File: src/rtl/nbt_pkg.sv
`timescale 1ns/1ps
package nbt_pkg;

  typedef enum logic [1:0] {
    OP_IDLE = 2'd0,
    OP_RD   = 2'd1,
    OP_WR   = 2'd2
  } op_e;

  // low address bits of burst beat 'beat' from start offset 'start'
  function automatic logic [1:0] beat_lo(input logic [1:0] start,
                                         input logic [1:0] beat,
                                         input logic       ilv);
    return ilv ? (start ^ beat) : (start + beat);
  endfunction

endpackage

File: src/rtl/nbt_cmd.sv
`timescale 1ns/1ps
module nbt_cmd #(
  parameter int ADDR_W  = 6,
  parameter int N_BYTES = 4
) (
  input  logic                clk,
  input  logic                rst,
  input  logic                hold,
  input  logic                adv_ld,
  input  logic                wr_en,
  input  logic                sel,
  input  logic                ilv,
  input  logic [ADDR_W-1:0]   addr,
  input  logic [N_BYTES-1:0]  byte_we,
  output nbt_pkg::op_e        s1_op,
  output logic [ADDR_W-1:0]   s1_addr,
  output logic [N_BYTES-1:0]  s1_be
);
  import nbt_pkg::*;

  op_e               b_op, n_op;
  logic [ADDR_W-1:0] b_base, n_addr;
  logic [1:0]        b_cnt, n_cnt;

  always_comb begin
    if (!adv_ld) begin
      n_op   = sel ? (wr_en ? OP_WR : OP_RD) : OP_IDLE;
      n_cnt  = 2'd0;
      n_addr = addr;
    end else begin
      n_op   = b_op;
      n_cnt  = b_cnt + 2'd1;
      n_addr = {b_base[ADDR_W-1:2], beat_lo(b_base[1:0], n_cnt, ilv)};
    end
  end

  always_ff @(posedge clk) begin
    if (rst) begin
      b_op    <= OP_IDLE;
      b_cnt   <= 2'd0;
      b_base  <= '0;
      s1_op   <= OP_IDLE;
      s1_addr <= '0;
      s1_be   <= '0;
    end else if (!hold) begin
      b_op    <= n_op;
      b_cnt   <= n_cnt;
      if (!adv_ld) b_base <= addr;
      s1_op   <= n_op;
      s1_addr <= n_addr;
      s1_be   <= byte_we;
    end
  end

endmodule

File: src/rtl/nbt_late.sv
`timescale 1ns/1ps
module nbt_late #(
  parameter int ADDR_W  = 6,
  parameter int N_BYTES = 4
) (
  input  logic                clk,
  input  logic                rst,
  input  logic                hold,
  input  logic                pipe,
  input  nbt_pkg::op_e        s1_op,
  input  logic [ADDR_W-1:0]   s1_addr,
  input  logic [N_BYTES-1:0]  s1_be,
  output logic                wr_go,
  output logic [ADDR_W-1:0]   wr_addr,
  output logic [N_BYTES-1:0]  wr_be,
  output logic                rd_go,
  output logic [ADDR_W-1:0]   rd_addr,
  output logic [N_BYTES-1:0]  fwd_be
);
  import nbt_pkg::*;

  op_e                s2_op;
  logic [ADDR_W-1:0]  s2_addr;
  logic [N_BYTES-1:0] s2_be;

  always_ff @(posedge clk) begin
    if (rst) begin
      s2_op   <= OP_IDLE;
      s2_addr <= '0;
      s2_be   <= '0;
    end else if (!hold) begin
      s2_op   <= s1_op;
      s2_addr <= s1_addr;
      s2_be   <= s1_be;
    end
  end

  // the write whose data is on din at this edge
  assign wr_go   = !hold && (pipe ? (s2_op == OP_WR) : (s1_op == OP_WR));
  assign wr_addr = pipe ? s2_addr : s1_addr;
  assign wr_be   = pipe ? s2_be : s1_be;

  assign rd_go   = !hold && (s1_op == OP_RD);
  assign rd_addr = s1_addr;

  // an older write landing at the same edge as this read must be merged in
  assign fwd_be  = (pipe && s2_op == OP_WR && s2_addr == s1_addr) ? s2_be : '0;

endmodule

File: src/rtl/nbt_array.sv
`timescale 1ns/1ps
module nbt_array #(
  parameter int ADDR_W  = 6,
  parameter int BYTE_W  = 9,
  parameter int N_BYTES = 4,
  localparam int WORD_W = BYTE_W * N_BYTES,
  localparam int DEPTH  = 1 << ADDR_W
) (
  input  logic                clk,
  input  logic                wr_go,
  input  logic [ADDR_W-1:0]   wr_addr,
  input  logic [N_BYTES-1:0]  wr_be,
  input  logic [WORD_W-1:0]   wr_data,
  input  logic                rd_go,
  input  logic [ADDR_W-1:0]   rd_addr,
  output logic [WORD_W-1:0]   rd_data
);

  for (genvar g = 0; g < N_BYTES; g++) begin : g_lane
    logic [BYTE_W-1:0] mem [DEPTH];
    logic [BYTE_W-1:0] rq;

    always_ff @(posedge clk) begin
      if (wr_go && wr_be[g]) mem[wr_addr] <= wr_data[g*BYTE_W +: BYTE_W];
      if (rd_go) rq <= mem[rd_addr];
    end

    assign rd_data[g*BYTE_W +: BYTE_W] = rq;
  end

endmodule

File: src/rtl/nbt_rdpath.sv
`timescale 1ns/1ps
module nbt_rdpath #(
  parameter int BYTE_W  = 9,
  parameter int N_BYTES = 4,
  localparam int WORD_W = BYTE_W * N_BYTES
) (
  input  logic                clk,
  input  logic                rst,
  input  logic                hold,
  input  logic                pipe,
  input  logic                rd_go,
  input  logic [WORD_W-1:0]   rd_raw,
  input  logic [N_BYTES-1:0]  fwd_be,
  input  logic [WORD_W-1:0]   din,
  input  logic                oe_n,
  input  logic                sleep,
  output logic [WORD_W-1:0]   dout,
  output logic                dout_vld
);

  logic               rv1, rv2;
  logic [N_BYTES-1:0] fmask;
  logic [WORD_W-1:0]  fdata, merged, q2, data_int;
  logic               vld_int;

  always_ff @(posedge clk) begin
    if (rst) begin
      rv1   <= 1'b0;
      rv2   <= 1'b0;
      fmask <= '0;
    end else if (!hold) begin
      rv1   <= rd_go;
      rv2   <= rv1;
      fmask <= fwd_be;
    end
  end

  always_ff @(posedge clk) begin
    if (!hold) begin
      fdata <= din;
      q2    <= merged;
    end
  end

  for (genvar g = 0; g < N_BYTES; g++) begin : g_merge
    assign merged[g*BYTE_W +: BYTE_W] = fmask[g] ? fdata[g*BYTE_W +: BYTE_W]
                                                 : rd_raw[g*BYTE_W +: BYTE_W];
  end

  assign vld_int  = pipe ? rv2 : rv1;
  assign data_int = pipe ? q2 : merged;
  assign dout_vld = vld_int & ~oe_n & ~sleep;
  assign dout     = dout_vld ? data_int : '0;

endmodule

File: src/rtl/nbt_sram.sv
`timescale 1ns/1ps
module nbt_sram #(
  parameter int ADDR_W  = 6,
  parameter int BYTE_W  = 9,
  parameter int N_BYTES = 4,
  localparam int WORD_W = BYTE_W * N_BYTES
) (
  input  logic                clk,
  input  logic                rst,
  input  logic                pipe_mode,
  input  logic                burst_ilv,
  input  logic                sleep,
  input  logic                oe_n,
  input  logic                ce_a_n,
  input  logic                ce_b,
  input  logic                ce_c_n,
  input  logic                adv_ld,
  input  logic                wr_en,
  input  logic [N_BYTES-1:0]  byte_we,
  input  logic [ADDR_W-1:0]   addr,
  input  logic [WORD_W-1:0]   din,
  output logic [WORD_W-1:0]   dout,
  output logic                dout_vld
);
  import nbt_pkg::*;

  logic               sel;
  op_e                s1_op;
  logic [ADDR_W-1:0]  s1_addr, wr_addr, rd_addr;
  logic [N_BYTES-1:0] s1_be, wr_be, fwd_be;
  logic               wr_go, rd_go;
  logic [WORD_W-1:0]  rd_raw;

  assign sel = ~ce_a_n & ce_b & ~ce_c_n;

  nbt_cmd #(.ADDR_W(ADDR_W), .N_BYTES(N_BYTES)) u_cmd (
    .clk(clk), .rst(rst), .hold(sleep), .adv_ld(adv_ld), .wr_en(wr_en),
    .sel(sel), .ilv(burst_ilv), .addr(addr), .byte_we(byte_we),
    .s1_op(s1_op), .s1_addr(s1_addr), .s1_be(s1_be)
  );

  nbt_late #(.ADDR_W(ADDR_W), .N_BYTES(N_BYTES)) u_late (
    .clk(clk), .rst(rst), .hold(sleep), .pipe(pipe_mode),
    .s1_op(s1_op), .s1_addr(s1_addr), .s1_be(s1_be),
    .wr_go(wr_go), .wr_addr(wr_addr), .wr_be(wr_be),
    .rd_go(rd_go), .rd_addr(rd_addr), .fwd_be(fwd_be)
  );

  nbt_array #(.ADDR_W(ADDR_W), .BYTE_W(BYTE_W), .N_BYTES(N_BYTES)) u_array (
    .clk(clk), .wr_go(wr_go), .wr_addr(wr_addr), .wr_be(wr_be), .wr_data(din),
    .rd_go(rd_go), .rd_addr(rd_addr), .rd_data(rd_raw)
  );

  nbt_rdpath #(.BYTE_W(BYTE_W), .N_BYTES(N_BYTES)) u_rdpath (
    .clk(clk), .rst(rst), .hold(sleep), .pipe(pipe_mode), .rd_go(rd_go),
    .rd_raw(rd_raw), .fwd_be(fwd_be), .din(din), .oe_n(oe_n), .sleep(sleep),
    .dout(dout), .dout_vld(dout_vld)
  );

endmodule

File: config.mk
export PLATFORM = sky130hd
export DESIGN_NAME = nbt_sram
export DESIGN_NICKNAME = d
export VERILOG_FILES = /design/src/rtl/nbt_pkg.sv /design/src/rtl/nbt_cmd.sv /design/src/rtl/nbt_late.sv /design/src/rtl/nbt_array.sv /design/src/rtl/nbt_rdpath.sv /design/src/rtl/nbt_sram.sv
export SDC_FILE = /design/constraint.sdc
export NUM_CORES = 2
export LEC_CHECK = 0
export BUFFER_PORTS_ARGS = -buffer_cell sky130_fd_sc_hd__buf_2
export CORE_MARGIN = 5
export CORE_UTILIZATION = 50
export DETAILED_ROUTE_END_ITERATION = 8
export MAX_ROUTING_LAYER = met4
export PLACE_DENSITY = 0.68
export SYNTH_ARGS = -nofsm -noshare
export SYNTH_HDL_FRONTEND = slang
export SYNTH_SLANG_ARGS = --single-unit
File: constraint.sdc
create_clock -name clk -period 3.95 [get_ports clk]
set_clock_uncertainty 0.2 [all_clocks]
set_input_delay 0.395 -clock clk [delete_from_list [all_inputs] [get_ports clk]]
set_output_delay 0.395 -clock clk [all_outputs]
set_load 0.02 [all_outputs]
# Word-level counts from Yosys, hierarchy flattened
# Memories as Yosys holds them, arrays and structs flattened. A register that Yosys moved wholly into a read port is not among the register bits.
# Cells that the tools add are included.
totals:
  register_bits: 110
  mem_bits_rw: 2304
  input_bits: 57
  n_memories: 4
classes:
  add_sub_neg: 2
  eq_ne: 4
  mux: 25
  bitwise: 10
  reduce_logical: 10
memory_table:
  columns: ["name", "words", "word_bits", "rd", "rd_ports_with_merged_regs", "wr", "line", "source"]
  rows:
  - ["u_array.g_lane[0].mem", 64, 9, 1, 1, 1, "nbt_array.sv:20", "logic [BYTE_W-1:0] mem [DEPTH];"]
  - ["u_array.g_lane[1].mem", 64, 9, 1, 1, 1, "nbt_array.sv:20", null]
  - ["u_array.g_lane[2].mem", 64, 9, 1, 1, 1, "nbt_array.sv:20", null]
  - ["u_array.g_lane[3].mem", 64, 9, 1, 1, 1, "nbt_array.sv:20", null]
op_table:
  columns: ["cell", "n"]
  rows:
  - ["2-to-1 mux 36 bit", 2]
  - ["2-to-1 mux 9 bit", 4]
  - ["2-to-1 mux 6 bit", 2]
  - ["2-to-1 mux 1 bit", 10]
  - ["2-to-1 mux 2 bit", 5]
  - ["logical AND 1 bit", 8]
  - ["2-to-1 mux 4 bit", 2]
  - ["== test 6 bit", 1]
  - ["NOT 1 bit", 5]
  - ["bitwise AND 1 bit", 4]
  - ["== test 2 bit, second input constant", 2]
  - ["adder 2 x 1 -> 2 bit, second input constant", 1]
  - ["adder 2 bit", 1]
  - ["== test 2 x 1 -> 1 bit, second input constant", 1]
  - ["AND reduction 2 bit", 1]
  - ["bitwise XOR 2 bit", 1]
  - ["logical NOT 1 bit", 1]

# Longest topological paths before layout
logic_depth:
  ltp_word: 6
  mapped_depth: 10

# Modules after synthesis
# From an unflattened synthesis, not the netlist that was laid out.
unflattened:
  hier_cells: 4442
  hier_area_um2: 94563.2
by_module_without_submodules:
  columns: ["mod", "instances", "cells_per_inst", "area_each_um2", "seq_area_each_um2"]
  rows:
  - ["nbt_array", 1, 4051, 89397.0, 70267.4]
  - ["nbt_rdpath", 1, 222, 3560.9, 2282.2]
  - ["nbt_cmd", 1, 91, 870.8, 400.4]
  - ["nbt_late", 1, 77, 721.9, 240.2]
  - ["nbt_sram", 1, 1, 12.5, 0.0]

# Least setup slack after synthesis
# OpenSTA, ideal clock, no wires.
synth_timing:
  kind: "input-to-reg"
  start: "in sleep"
  end: "reg u_array.g_lane[0].rq[0] (read register of u_array.g_lane[0].mem), enable pin"
  setup_time_ns: 0.431
  arrival_time_ns: 3.658
  setup_slack_ns: -0.339
  stages: 3
  path_cell_list: "inv_1 -> nand2_1 -> nor2_1"
synth_between:
  elab_chain_len: 2
synth_rtl:
  columns: ["element", "line", "source"]
  rows:
  - ["start: declaration", "nbt_sram.sv:12", "input logic sleep,"]
  - ["logical NOT 1 bit", null, null]
  - ["logical AND 1 bit", "nbt_late.sv:43", "assign rd_go = !hold && (s1_op == OP_RD);"]
  - ["named net rd_go", "nbt_sram.sv:31", "logic wr_go, rd_go;"]
  - ["end: declaration", "nbt_array.sv:21", "logic [BYTE_W-1:0] rq;"]
# The timed path passes the listed nets, and every way through them passes these cells.
# A chain may end at the register's enable or synchronous reset.

# Worst setup path in the final report
layout_timing:
  start: "reg u_cmd.s1_addr[0]"
  end: "mem u_array.g_lane[0].mem[49][7], enable pin"
layout_between:
  elab_chain_len: 1
layout_rtl:
  columns: ["element", "line", "source"]
  rows:
  - ["start: declaration", "nbt_cmd.sv:16", "output logic [ADDR_W-1:0] s1_addr,"]
  - ["start signal: assignment", "nbt_cmd.sv:50", "s1_addr <= n_addr;"]
  - ["2-to-1 mux 6 bit", "nbt_late.sv:40", "assign wr_addr = pipe ? s2_addr : s1_addr;"]
  - ["end: declaration", "nbt_array.sv:20", null]
# Every way passes these cells.

==> run_results.csv <==
group,metric,value,unit
power_and_ir_drop,switching_share,0.2151,
die,die_height,445.2,µm
synthesis,synth_ff_type,"edfxtp_1",
clocking,htree_levels,4,
synthesis,synth_edf_count,2412,
sta,finalHoldViolCount,0,
global_routing,grt_max_degree,73,
power_and_ir_drop,peakVddDrop,0.4280,mV
clocking,clkTransAtPathRegs,0.06,ns
placement,pre_cts_slack,0.3624,ns
power_and_ir_drop,p_switching,0.01165,W
synthesis,synthDistinctLibCells,59,
setup_path,reg2reg_slack,0.38,ns
synthesis,avgSynthCellArea,20.54,µm²
clocking,post_cts_resized,0,
clocking,hold_buffers,65,
global_routing,grt_pass1_vias,49240,
finish,final_cell_mix,"2412 x edfxtp_1, 520 x mux4_2, 398 x buf_4",
sta,drv_slew,0,
power_and_ir_drop,power.leakage,34.30,nW
synthesis,async_flop_share,0,
sta,fin_crit_sh,0.9034,
die,die-area,198200,µm²
power_and_ir_drop,internal_power,0.04252,W
sta,rsz0062_at_grt,"no",
global_routing,antenna_found_initial,25,
sta,worstMarginPinSlew,1.307,ns
finish,drive_above_1_share,0.2821,
route,drtIter0Drc,7623,
route,drtPass1Iterations,8,
power_and_ir_drop,p_comb_frac,0.058,
sta,tns,0,ns
setup_path,critPathArrivalTime,3.85,ns
clocking,cts_buffers,230,
setup_path,endpoint_kind,"register",
placement,dp_hpwl,177.0,mm
power_and_ir_drop,p_seq_frac,0.529,
global_routing,gr-usage-all-layers,0.2810,
global_routing,overflow,0,
synthesis,synth_warnings,0,
clocking,cts_setup_buffers,0,
finish,stdcell_area,109300,µm²
synthesis,syn_nets,4669,
clocking,cts_root_buffer,"clkbuf_16",
synthesis,synth_cells,4611,
finish,final_common_cell,"edfxtp_1",
run_status,outcome,"completed",
finish,nFillCells,13490,
power_and_ir_drop,power_density,495.7,nW/µm²
die,top_level_ports,94,
finish,syn2layout_area_growth,15.41,%
route,vias_per_cell,6.388,
route,postRouteWirelength,271.4,mm
sta,period_minus_slack,3.568,ns
die,die_width,445.2,µm
synthesis,syn-cell-area,94700,µm²
die,start_util,0.5037,
clocking,clock-sinks,2450,
route,drc,0,
route,detail-route-antenna-nets,0,
die,num_rows,159,
setup_path,crit_type,"reg -> reg",
run,drv_cap,0,
synthesis,synth-seq-cells,2450,
placement,place_congestion,1.001,
setup_path,required,4.23,ns
route,vias,50460,
synthesis,seq_area_frac_synth,0.7728,
sta,slew_headroom,0.1257,
worst_hold_path,hold_class,"in -> reg",
clocking,cts_tree,"done",
die,coreArea,188000,µm²
setup_path,startpoint_type,"register",
setup_path,path_max_fanout,30,
sta,max_freq,280.2,MHz
sta,fin_hold_ws,0.01483,ns
power_and_ir_drop,p_clk_frac,0.413,
finish,fin_nets,5239,
global_routing,grt_pass1_wl,380.3,mm
placement,dpl_cell_area,100900,µm²
placement,numPortBuffers,93,
clocking,clk_path_buf_depth,3,
sta,timing.final.ws_setup,0.3816,ns
sta,setup_violations,0,
clocking,worstSkewPairLatency,0.88,ns
route,wl_per_cell,34.36,µm
[flip-flops by register name (all words and copies together), names as in the netlist]
name,flops
u_array.g_lane.mem,2304
u_array.g_lane.rq,36
u_rdpath.fdata,36
u_rdpath.q2,36
u_cmd.b_base,6
u_cmd.s1_addr,6
u_late.s2_addr,6
u_cmd.s1_be,4
u_late.s2_be,4
u_rdpath.fmask,4
u_cmd.b_cnt,2
u_cmd.s1_op,2
u_late.s2_op,2
u_rdpath.rv1,1
u_rdpath.rv2,1
[power groups by stage]
| stage | Sequential (W) | Clock (W) | Combinational [W] |
|---|---|---|---|
| 2_1_floorplan | 0.0292 | 0 | 0.00169 |
| 3_3_place_gp | 0.0292 | 0 | 0.00302 |
| 3_5_place_dp | 0.0292 | 0 | 0.00306 |
| 4_1_cts | 0.0287 | 0.0225 | 0.00312 |
| 5_1_grt | 0.0287 | 0.0238 | 0.00328 |
| 6_report | 0.0287 | 0.0224 | 0.00313 |
[cell usage after synthesis, types with 5 or more instances]
master | instances | area (µm²)
a211oi_1 | 27 | 202.7
nand3_1 | 7 | 35.03
a221oi_1 | 20 | 175.2
o31ai_1 | 5 | 37.54
edfxtp_1 | 2412 | 72430
o22a_1 | 19 | 166.4
buf_2 | 85 | 425.4
mux4_2 | 520 | 11710
a21oi_1 | 89 | 445.4
o21ai_0 | 30 | 150.1
buf_4 | 44 | 330.3
nand2_1 | 216 | 810.8
nor3_1 | 22 | 110.1
a22oi_1 | 11 | 82.58
xnor2_1 | 8 | 70.07
inv_1 | 7 | 26.28
a31oi_1 | 13 | 81.33
nor2_1 | 346 | 1299
nor4_1 | 29 | 181.4
o22ai_1 | 130 | 813.3
clkbuf_1 | 105 | 394.1
o221ai_1 | 32 | 280.3
dfxtp_1 | 38 | 760.7
mux2_2 | 88 | 991.0
nor2b_1 | 32 | 200.2
nand2b_1 | 12 | 75.07
buf_6 | 10 | 112.6
mux2i_1 | 165 | 1652
a2111oi_0 | 6 | 52.55
buf_1 | 19 | 71.32
o211a_1 | 15 | 150.1
[logic make-up (layout without fill, tap and decap cells)]
logic type | after synthesis | in the layout | synth area share
flip-flops | 2450 | 2450 | 0.7728
other | 0 | 23 | 0
XOR/XNOR | 9 | 9 | 0.0008324
adder cells (fa/ha/maj) | 1 | 1 | 0.0001321
AO/OA/AOI/OAI | 417 | 417 | 0.02970
multiplexers | 773 | 773 | 0.1516
AND/OR/NAND/NOR | 689 | 689 | 0.03048
buffers and inverters | 272 | 1042 | 0.01444
[worst paths after layout]
path / startpoint / to / cells after the start
setup / recovery: u_cmd.s1_addr[0] / u_array.g_lane[0].mem[49][7] / 7
hold / removal: din[13] / u_array.g_lane[1].mem[52][4] / 1
setup reg to reg: u_cmd.s1_addr[0] / u_array.g_lane[0].mem[49][7] / 7
hold reg to reg: u_late.s2_op[0] / u_late.s2_op[0] / 2
[routing by layer]
layer | GRT usage | routed length, µm | vias to the layer above
met5 | - | 0 | -
met4 | 0.1191 | 13440 | 0
met3 | 0.07376 | 33260 | 549
met2 | 0.4005 | 121500 | 3395
met1 | 0.3885 | 103200 | 26320
li1 | - | - | 20200
[final cells by class]
| type | count | area (µm²) | area share |
|---|---|---|---|
| Clock buffer | 269 | 6006 | 0.05495 |
| Multi-Input combinational cell | 1889 | 20170 | 0.1845 |
| Sequential cell | 2450 | 73210 | 0.6698 |
| Inverter | 9 | 35.03 | 0.0003205 |
| Tap cell | 2495 | 3122 | 0.02856 |
| Timing Repair Buffer | 601 | 5065 | 0.04634 |
| Antenna cell | 23 | 57.56 | 0.0005266 |
| Clock inverter | 163 | 1637 | 0.01497 |
[stage by stage]
stage / power, W / cells / utilization
after floorplan: 0.03087 / 4611 / -
after global placement: 0.03225 / 7379 / 0.5370
after detailed placement: 0.03230 / 7379 / 0.5370
after CTS: 0.05435 / 7876 / 0.5811
after global routing: 0.05573 / 7895 / 0.5813
final: 0.05418 / 7899 / 0.5814
[critical path: stages, from the launching register on]
cell	delay [ns]
dfxtp_4	0.81
nor2b_1	0.25
a2bb2oi_1	0.12
nor2_1	0.10
buf_4	0.18
nand2_1	0.36
buf_4	0.36
nor2_1	0.71
(Power assumes the default switching activity.)
